===== src/rtl/mulhi_pkg.sv =====
package mulhi_pkg;
  // strobes from control to datapath
  typedef struct packed {
    logic advance;  // whole pipeline moves one stage
    logic load;     // an operand is accepted this cycle
  } mhStrobe_t;
endpackage


===== src/rtl/mulhi_ctrl.sv =====
module mulhi_ctrl
  import mulhi_pkg::*;
(
  input  logic       clk,
  input  logic       rst,
  input  logic       inValid,
  input  logic       outReady,
  output logic       inReady,
  output logic       outValid,
  output mhStrobe_t  strobe
);
  logic s1Valid;
  logic outValidQ;
  logic stalled;

  assign stalled        = outValidQ && !outReady;
  assign strobe.advance = !stalled;
  assign strobe.load    = inValid && !stalled;
  assign inReady        = !stalled;
  assign outValid       = outValidQ;

  always_ff @(posedge clk) begin
    if (rst) begin
      s1Valid   <= 1'b0;
      outValidQ <= 1'b0;
    end else if (strobe.advance) begin
      s1Valid   <= strobe.load;
      outValidQ <= s1Valid;
    end
  end

  AST_STALL_HOLDS: assert property (@(posedge clk) disable iff (rst)
    (outValid && !outReady) |=> outValid);
  AST_READY_LOW_ON_STALL: assert property (@(posedge clk) disable iff (rst)
    (outValid && !outReady) |-> !inReady);
  AST_RESET_CLEARS: assert property (@(posedge clk) disable iff (rst)
    $fell(rst) |-> (!outValid && !s1Valid));
  AST_NO_PHANTOM: assert property (@(posedge clk) disable iff (rst)
    (!inValid && inReady) |=> !s1Valid);
endmodule


===== src/rtl/mulhi_dpath.sv =====
module mulhi_dpath
  import mulhi_pkg::*;
#(
  parameter int LANE_W       = 16,
  parameter int LANES        = 8,
  parameter int NARROW_LANES = 4
) (
  input  logic                      clk,
  input  mhStrobe_t                 strobe,
  input  logic                      wideIn,
  input  logic [LANE_W*LANES-1:0]   dstIn,
  input  logic [LANE_W*LANES-1:0]   srcIn,
  output logic [LANE_W*LANES-1:0]   resOut,
  output logic                      wideOut
);
  localparam int PROD_W = 2 * LANE_W;

  logic [PROD_W-1:0] prodQ   [LANES];
  logic [LANE_W-1:0] laneRes [LANES];
  logic              wideS1;
  logic              wideS2;

  always_ff @(posedge clk) begin
    if (strobe.advance) begin
      wideS1 <= wideIn;
      wideS2 <= wideS1;
    end
  end
  assign wideOut = wideS2;

  for (genvar g = 0; g < LANES; g++) begin : gLane
    // stage one: full unsigned product
    always_ff @(posedge clk) begin
      if (strobe.advance)
        prodQ[g] <= PROD_W'(dstIn[g*LANE_W +: LANE_W]) *
                    PROD_W'(srcIn[g*LANE_W +: LANE_W]);
    end
    // stage two: upper half, masked for lanes outside the narrow form
    if (g < NARROW_LANES) begin : gLow
      always_ff @(posedge clk) begin
        if (strobe.advance) laneRes[g] <= prodQ[g][PROD_W-1:LANE_W];
      end
    end else begin : gHigh
      always_ff @(posedge clk) begin
        if (strobe.advance)
          laneRes[g] <= wideS1 ? prodQ[g][PROD_W-1:LANE_W] : '0;
      end
    end
    assign resOut[g*LANE_W +: LANE_W] = laneRes[g];
  end
endmodule


===== src/rtl/mulhi_simd_unit.sv =====
module mulhi_simd_unit
  import mulhi_pkg::*;
#(
  parameter int LANE_W       = 16,
  parameter int LANES        = 8,
  parameter int NARROW_LANES = 4
) (
  input  logic                     clk,
  input  logic                     rst,
  input  logic                     inValid,
  output logic                     inReady,
  input  logic                     wideMode,
  input  logic [LANE_W*LANES-1:0]  dstIn,
  input  logic [LANE_W*LANES-1:0]  srcIn,
  output logic                     outValid,
  input  logic                     outReady,
  output logic [LANE_W*LANES-1:0]  resOut
);
  localparam int DATA_W   = LANE_W * LANES;
  localparam int NARROW_W = LANE_W * NARROW_LANES;

  mhStrobe_t strobe;
  logic      wideOut;

  mulhi_ctrl u_ctrl (
    .clk      (clk),
    .rst      (rst),
    .inValid  (inValid),
    .outReady (outReady),
    .inReady  (inReady),
    .outValid (outValid),
    .strobe   (strobe)
  );

  mulhi_dpath #(
    .LANE_W       (LANE_W),
    .LANES        (LANES),
    .NARROW_LANES (NARROW_LANES)
  ) u_dpath (
    .clk     (clk),
    .strobe  (strobe),
    .wideIn  (wideMode),
    .dstIn   (dstIn),
    .srcIn   (srcIn),
    .resOut  (resOut),
    .wideOut (wideOut)
  );

  AST_TWO_CYCLE_LATENCY: assert property (@(posedge clk) disable iff (rst)
    ((inValid && inReady) ##1 inReady) |=> outValid);
  AST_NARROW_UPPER_ZERO: assert property (@(posedge clk) disable iff (rst)
    (outValid && !wideOut) |-> (resOut[DATA_W-1:NARROW_W] == '0));
  AST_RESULT_STABLE: assert property (@(posedge clk) disable iff (rst)
    (outValid && !outReady) |=> $stable(resOut));
endmodule


===== config.mk =====
export PLATFORM = sky130hd
export DESIGN_NAME = mulhi_simd_unit
export DESIGN_NICKNAME = d
export VERILOG_FILES = /design/src/rtl/mulhi_pkg.sv /design/src/rtl/mulhi_ctrl.sv /design/src/rtl/mulhi_dpath.sv /design/src/rtl/mulhi_simd_unit.sv
export SDC_FILE = /design/constraint.sdc
export NUM_CORES = 2
export LEC_CHECK = 0
export ABC_AREA = 1
export CORE_MARGIN = 2
export CORE_UTILIZATION = 45
export DETAILED_ROUTE_END_ITERATION = 8
export GPL_ROUTABILITY_DRIVEN = 0
export PLACE_DENSITY = 0.62
export SLEW_MARGIN = 20
export SYNTH_ARGS = -nofsm -noshare
export SYNTH_HDL_FRONTEND = slang
export SYNTH_HIERARCHICAL = 1
export SYNTH_SLANG_ARGS = --single-unit
export TNS_END_PERCENT = 30

===== constraint.sdc =====
create_clock -name clk -period 8.2 [get_ports clk]
set_clock_uncertainty 0.1 [all_clocks]
set_input_delay 1.23 -clock clk [delete_from_list [all_inputs] [get_ports clk]]
set_output_delay 1.23 -clock clk [all_outputs]
set_load 0.02 [all_outputs]

==> metrics.csv <==
stage;metric;value;unit
logic_synthesis;Synthesized Nets;12975;
layout;Multi-input gate area;58400;µm²
layout;Synth-to-Final Area Change;9.012;%
clock_tree;setup bufs post-CTS;0;
die;core area;175700;µm²
route;drt wl/cell;16.56;µm
route;DRC;0;
clock_tree;htree depth;2;
layout;Layout Nets;13033;
logic_synthesis;Mean Syn Cell Area;7.657;µm²
sta;final hold violation count;0;
sta;RSZ-0062 raised after global routing;no;
grt;Global Route Usage Sum;0.2430;
worst_hold_path;Hold Crit Class;reg2reg;
sta;Final Cycle Share;0.8699;
placed_design;Port Buffer Count;390;
placed_design;Final HPWL DP;176.8;mm
critical_path;CP arrival;7.39;ns
layout;layout cells sized above 1;0.01837;
route;Via density;4.963;
grt;gr ovfl total;0;
outcome;status;complete, no violations;
sta;count of pins over their slew limit;0;
clock_tree;Hold-fix buffers, CTS;0;
clock_tree;Root Driver;clkbuf_16;
die;FP Rows;154;
grt;first-pass GRT wire length;352.4;mm
route;Iter 0 DRT Violations;4194;
clock_tree;CTS Buffer Depth;3;
logic_synthesis;Mapped Area;79340;µm²
die;DIE WIDTH;423.9;µm
grt;initial antenna violation count;27;
layout;commonest non-fill, non-tap cell in the layout;inv_1;
clock_tree;worst skew pair latency;0.63;ns
sta;Slew Limit Headroom;0.2986;
layout;filler cell count;17351;
grt;largest net degree at the start of global routing;149;
sta;minimum clock period;7.133;ns
route;Pre-Repair DR Iteration Count;6;
route;Detail Route Antenna Nets;0;
route;WL final;212.2;mm
critical_path;worst path required time;8.45;ns
critical_path;CP endpoint kind;register;
logic_synthesis;Syn. warnings;6;
layout;most frequent cells in the layout;inv_1, nand2_1, fa_1, ha_1, clkdlybuf4s50_1;
die;Die Ht;423.9;µm
sta;Worst-Margin Slew;1.052;ns
sta;Achievable Freq;140.2;MHz
clock_tree;Inserted Clock Buffers;37;
sta;setup TNS;0;ns
clock_tree;clk sinks;259;
die;Initial Util;0.4515;
clock_tree;CTS tree;built;
clock_tree;clock slew at reported path FFs;0.07;ns
grt;vias in the first global route;68663;
critical_path;critical path launch point type;primary input;
critical_path;crit path max fanout;16;
job;total of max-cap violations;0;
die;I/O pin total;391;
logic_synthesis;Syn Inst Count;10362;
clock_tree;post-CTS sizing;0;
route;DR vias;63591;
critical_path;Setup CP Type;in2reg;
sta;final setup fails;0;
layout;Register Area;7757;µm²
die;die area;179700;µm²
-- registers in the layout (all words and copies together) (netlist names) --
| signal | count |
|---|---|
| u_dpath/prodQ | 128 |
| u_dpath/wideS1 | 1 |
| u_ctrl/s1Valid | 1 |
| u_ctrl/outValid | 1 |
| u_dpath/laneRes | 128 |
-- worst max-delay path, cell delays in order --
cell,delay (ns)
clkdlybuf4s50_1,1.06
nand2_1,0.20
fa_1,0.54
fa_1,0.47
fa_1,0.52
fa_1,0.55
inv_1,0.06
fa_1,0.52
fa_1,0.44
ha_1,0.33
a21oi_1,0.24
a21boi_0,0.29
o21ai_0,0.19
o21ai_0,0.52
nand2_1,0.10
nand2_1,0.07
nand2_1,0.05
-- routing by layer --
metal | track usage | wire length (µm) | up-vias
met4 | 0.09935 | 8377 | 0
met2 | 0.4301 | 106900 | 2051
li1 | - | - | 29764
met1 | 0.3039 | 85940 | 31372
met3 | 0.02272 | 11010 | 404
met5 | 0 | 0 | -
-- path summary, 6_finish.rpt --
| kind | from | end | slack, ns | cells past startpoint |
|---|---|---|---|---|
| worst min-delay path | u_dpath/prodQ[0][52] | u_dpath/laneRes[0][20] | 0.32 | 0 |
| worst min register to register | u_dpath/prodQ[0][52] | u_dpath/laneRes[0][20] | 0.32 | 0 |
| worst max-delay path | dstIn[56] | u_dpath/prodQ[0][124] | 1.07 | 17 |
| worst max register to register | u_ctrl/outValid | u_dpath/laneRes[0][16] | 5.57 | 2 |
-- cell type report --
| type | instances | area share |
|---|---|---|
| antenna | 24 | 0.0006944 |
| sequential | 259 | 0.08969 |
| clock inverter | 27 | 0.002879 |
| inverter | 3027 | 0.1314 |
| multi-input combinational | 6588 | 0.6752 |
| clock buffer | 41 | 0.01088 |
| timing repair buffer | 507 | 0.05543 |
| tap | 2340 | 0.03385 |
-- through the flow --
step	hold WS, ns	cell area [µm²]	cells	util	worst slack, ns
6_report	0.3172	86490	12813	0.4922	1.067
5_1_grt	0.3235	86490	12813	0.4922	0.8542
4_1_cts	0.3136	86430	12789	0.4919	1.201
3_5_place_dp	0.3045	85240	12721	0.4851	0.5836
3_3_place_gp	0.3025	85240	12721	0.4851	0.6295
2_1_floorplan	0.3003	79340	10362	-	1.809
Power is not shown: default switching activity piles up to over one toggle a cycle in this logic, so the estimate is an artifact.
